<file path="src/rtl/msi_msg_engine.sv">
module msi_msg_engine #(
  parameter int NVEC   = 32,
  parameter bit ADDR64 = 1'b1
) (
  input  logic            clk,
  input  logic            rst_n,
  input  logic            cfg_enable,
  input  logic [2:0]      cfg_mme,
  input  logic [31:0]     cfg_addr_lo,
  input  logic [31:0]     cfg_addr_hi,
  input  logic [15:0]     cfg_data,
  input  logic [NVEC-1:0] cfg_mask,
  input  logic [NVEC-1:0] irq_level,
  output logic [NVEC-1:0] pend,
  output logic            msg_valid,
  input  logic            msg_ready,
  output logic [63:0]     msg_addr,
  output logic [31:0]     msg_data
);
  localparam int VW = (NVEC > 1) ? $clog2(NVEC) : 1;

  logic [NVEC-1:0] lvl_q, pend_q, edge_v, ready_v, clr_v;
  logic [VW-1:0]   pick, vec_q;
  logic            any, take;
  logic [2:0]      mme_c;
  logic [15:0]     vmask, splice;

  assign edge_v  = irq_level & ~lvl_q & {NVEC{cfg_enable}};
  assign ready_v = pend_q & ~cfg_mask;

  always_comb begin
    pick = '0;
    any  = 1'b0;
    for (int i = NVEC - 1; i >= 0; i--) begin
      if (ready_v[i]) begin
        pick = VW'(i);
        any  = 1'b1;
      end
    end
  end

  assign take   = cfg_enable && any && (!msg_valid || msg_ready);
  assign clr_v  = take ? (NVEC'(1) << pick) : '0;
  assign mme_c  = (cfg_mme > 3'd5) ? 3'd5 : cfg_mme;
  assign vmask  = 16'((32'd1 << mme_c) - 32'd1);
  assign splice = (cfg_data & ~vmask) | (16'(pick) & vmask);
  assign pend   = pend_q;

  always_ff @(posedge clk or negedge rst_n) begin
    if (!rst_n) begin
      lvl_q     <= '0;
      pend_q    <= '0;
      msg_valid <= 1'b0;
      msg_addr  <= '0;
      msg_data  <= '0;
      vec_q     <= '0;
    end else begin
      lvl_q  <= irq_level;
      pend_q <= (pend_q & ~clr_v) | edge_v;
      if (take) begin
        msg_valid <= 1'b1;
        msg_addr  <= ADDR64 ? {cfg_addr_hi, cfg_addr_lo} : {32'h0, cfg_addr_lo};
        msg_data  <= {16'h0, splice};
        vec_q     <= pick;
      end else if (msg_ready) begin
        msg_valid <= 1'b0;
      end
    end
  end

  p_hold_until_ready_r10: assert property (@(posedge clk) disable iff (!rst_n)
    (msg_valid && !msg_ready) |=> (msg_valid && $stable(msg_addr) && $stable(msg_data)));

  p_upper_data_zero_r5: assert property (@(posedge clk) disable iff (!rst_n)
    msg_valid |-> (msg_data[31:16] == 16'h0));

  p_new_pend_needs_enable_r8: assert property (@(posedge clk) disable iff (!rst_n)
    (|(pend_q & ~$past(pend_q))) |-> $past(cfg_enable));

  p_loaded_vec_unmasked_r3: assert property (@(posedge clk) disable iff (!rst_n)
    (msg_valid && (!$past(msg_valid) || $past(msg_ready)))
      |-> ((($past(cfg_mask) >> vec_q) & NVEC'(1)) == '0));
endmodule

</file>
<file path="config.mk">
export PLATFORM = sky130hd
export DESIGN_NAME = msi_msg_engine
export DESIGN_NICKNAME = d
export VERILOG_FILES = /design/src/rtl/msi_msg_engine.sv
export SDC_FILE = /design/constraint.sdc
export NUM_CORES = 1
export LEC_CHECK = 0
export ABC_CLOCK_PERIOD_IN_PS = 3300
export BUFFER_PORTS_ARGS = -buffer_cell sky130_fd_sc_hd__buf_2
export CORE_ASPECT_RATIO = 1.4
export CORE_MARGIN = 1.5
export CORE_UTILIZATION = 48
export CTS_CLUSTER_DIAMETER = 50
export CTS_CLUSTER_SIZE = 20
export DETAILED_ROUTE_END_ITERATION = 10
export PLACE_DENSITY = 0.8
export SYNTH_ARGS = -nofsm -noshare
export SYNTH_HDL_FRONTEND = slang
export SYNTH_SLANG_ARGS = --single-unit
</file>
<file path="constraint.sdc">
create_clock -name clk -period 3.3 [get_ports clk]
set_input_delay 0.165 -clock clk [delete_from_list [all_inputs] [get_ports clk]]
set_output_delay 0.165 -clock clk [all_outputs]
set_load 0.01 [all_outputs]
</file>
==> results.yml <==
clocking:
  cts_buffers: 17
  path_clk_slew_ps: 60
  clock-sinks: 145
  root_buffer: "clkbuf_16"
  cts_setup_buffers: 0
  hold_buffers: 107
  htree_levels: 4
  clockBufferDepth: 2
  clkLatencyLatePin_ps: 410
  cts_tree: "done"
  cts_resized: 0
sta:
  worst_pin_slew_ps: 695
  fin_hold_ws_ps: 41.4
  fin_crit_ps: 2810
  setup_violations: 0
  rsz0062_at_grt: "no"
  fin_skew_ps: 13.0
  setup_tns_ps: 0
  period_share_pct: 85.1
  max_freq_mhz: 356
  relSlewSlack_pct: 53.1
  hold_viol: 0
  slew_viol_final: 0
global_routing:
  gr-total-overflow: 0
  grt_start_max_net_pins: 90
  grt_pass1_vias: 6022
  antenna_found_initial: 1
  grt_pass1_wl_um: 29800
  globalRouteTotalUtil_pct: 26.9
power_and_ir_drop:
  ir_drop_v: 0.000307
  swShare_pct: 25.8
  p_total_uw: 5180
  clock_power_share_pct: 40.1
  power.density_nw_per_um2: 528
  p_seq_share_pct: 40.0
  p_int_uw: 3840
  leakage_uw: 0.00475
  combPwrFrac_pct: 19.8
  p_sw_uw: 1330
routing:
  vias: 5662
  post_drt_wl_per_cell_um: 17.5
  post_drt_via_cell_ratio: 5.11
  detail_route.first_pass.iterations: 5
  first_iter_violations: 209
  drt_wl_total_um: 19300
  drc: 0
  final_antenna_net_count: 0
critical_path:
  slowest_stage: "or4_4"
  path_cells: "nor2b_1 -> or4_4 -> or4_4 -> nor2_4 -> a21oi_4 -> buf_12 -> mux2_4"
  path_buf_inv: 1
  start_kind: "flip-flop"
  rr_worst_depth: 7
  cp_data_required_time_ps: 3590
  worstSetupPathType: "flip-flop to flip-flop"
  critPathMaxStageDelay_ps: 570
  cp_top_family: "simple AND/OR/NAND/NOR gates"
  cp_common_cell: "or4_4"
  crit_cells: 7
  cp_max_fo: 89
  critPathCaptureType: "flip-flop"
  critPathArrivalTime_ps: 3100
cells_and_area:
  finalInstanceArea_um2: 9810
  final_layout_size_suffix_gt1_share_pct: 40.7
  fillCellCount: 936
  seqCellArea_um2: 3630
  final_util_pct: 72.9
  multi_input_area_um2: 2680
  syn2layout_area_growth_pct: 47.8
  nNetsFinal: 1063
floorplan:
  initial_core_util_pct: 49.3
  die_x_um: 102
  io_pins: 280
  core_area_um2: 13500
  rows: 50
  die_h_um: 142
  die_area_um2: 14500
placed_design:
  place_area_um2: 8080
  gp_congestion: 0.963
  dp_hpwl_um: 12900
  port_buffers: 263
logic_synthesis:
  synthFlopType: "dfrtp_1"
  ys_ff_latch: 145
  yosys_warnings: 0
  syn_inst: 527
  synth_top_cells_by_area: "dfrtp_1 (55%), mux2_4 (16%), inv_1 (2.3%)"
  yosys.area.top_type: "dfrtp_1"
  synth_top_area_share_pct: 54.7
  synth_area_um2: 6640
  syn_area_per_cell_um2: 12.6
  synthArstFlopShare_pct: 100
  synth_edf_count: 0
  ys_seq_area_share_pct: 54.7
  ys_types: 50
worst_hold_path:
  hold_path_class: "primary input to flip-flop"
  whs_path_depth: 3
run:
  maxCapViolCount: 0
status:
  outcome: "finished clean"
==> flip-flops by register name, indices dropped and copies added, names as in the netlist <==
register   count
msg_addr      64
lvl_q         32
pend          32
msg_data      16
msg_valid      1
==> path summary, 6_finish.rpt <==
kind                                  start      endpoint  slack, ps
worst min-delay path            cfg_mask[0]       pend[0]         40
min in group asynchronous             rst_n      pend[27]        230
max in group asynchronous             rst_n  msg_addr[37]       2150
worst max-delay path                pend[5]  msg_addr[40]        490
worst min register to register     lvl_q[7]       pend[7]        480
worst max register to register      pend[5]  msg_addr[40]        490
==> metrics by stage <==
stage               setup slack [ps]  cells
floorplan                        773    543
global route                     439   1106
CTS                              576   1104
detailed placement               553    965
global placement                 649    965
finish                           490   1107
==> power groups by stage <==
stage | clock network (uW) | registers (uW) | logic, uW
after floorplan | 0 | 2160 | 442
after global placement | 0 | 2090 | 892
after detailed placement | 0 | 2090 | 918
after CTS | 2120 | 2070 | 1020
after global routing | 2210 | 2090 | 1100
final | 2080 | 2070 | 1030
==> final cells by class <==
class	instances	share of cell area [%]
clock buffer	20	4.45
multi-input combinational	328	27.3
timing repair buffer	378	25.3
tap	182	2.32
inverter	40	1.53
sequential	145	37.0
clock inverter	12	2.07
antenna	2	0.0510
==> cell usage after synthesis, drive strengths merged, types with 4 or more instances <==
library cell / n
a211oi: 5
a21o: 14
a21oi: 15
a32o: 11
a32oi: 8
buf: 25
clkbuf: 5
dfrtp: 145
inv: 40
mux2: 71
nand2: 26
nand2b: 24
nand3: 7
nand3b: 14
nand4: 4
nor2: 14
nor2b: 21
nor3: 7
nor4: 4
o211ai: 5
o21ai: 26
==> cell families after synthesis <==
family	count (synthesis)	synth area share, %
flip-flops	145	54.7
AND/OR/NAND/NOR	130	11.3
AO/OA/AOI/OAI	106	11.4
multiplexers	71	16.1
buffers and inverters	70	5.88
adder cells (fa/ha/maj)	2	0.377
other	2	0.113
XOR/XNOR	1	0.132
==> tightest hold or removal path, delay by kind of cell <==
kind                   cells  cell delay, ps
and+or+nand+nor            1              70
AOI/OAI and AO/OA          1              90
buffers and inverters      1              90
==> metal layers <==
metal / GRT usage [%] / routed length [um]
met5: 0 / 0
met4: 12.5 / 726
met3: 6.43 / 1340
met2: 47.9 / 10100
met1: 29.8 / 7190
==> layout by cell type, fill, tap and decap left out, types with 7 or more instances in the layout <==
master / instances
inv_1: 40
dlygate4sd3_1: 108
mux2_4: 71
conb_1: 18
nor2b_1: 20
o21ai_1: 10
buf_2: 262
a32oi_1: 8
nand3b_1: 14
a32o_1: 11
nand2b_1: 24
clkbuf_16: 17
dfrtp_1: 145
nand3_1: 7
o21ai_0: 16
a21o_1: 14
a21oi_1: 14
nor3_1: 7
nor2_1: 13
nand2_1: 26
No activity file was read; power rests on OpenSTA's default activity.
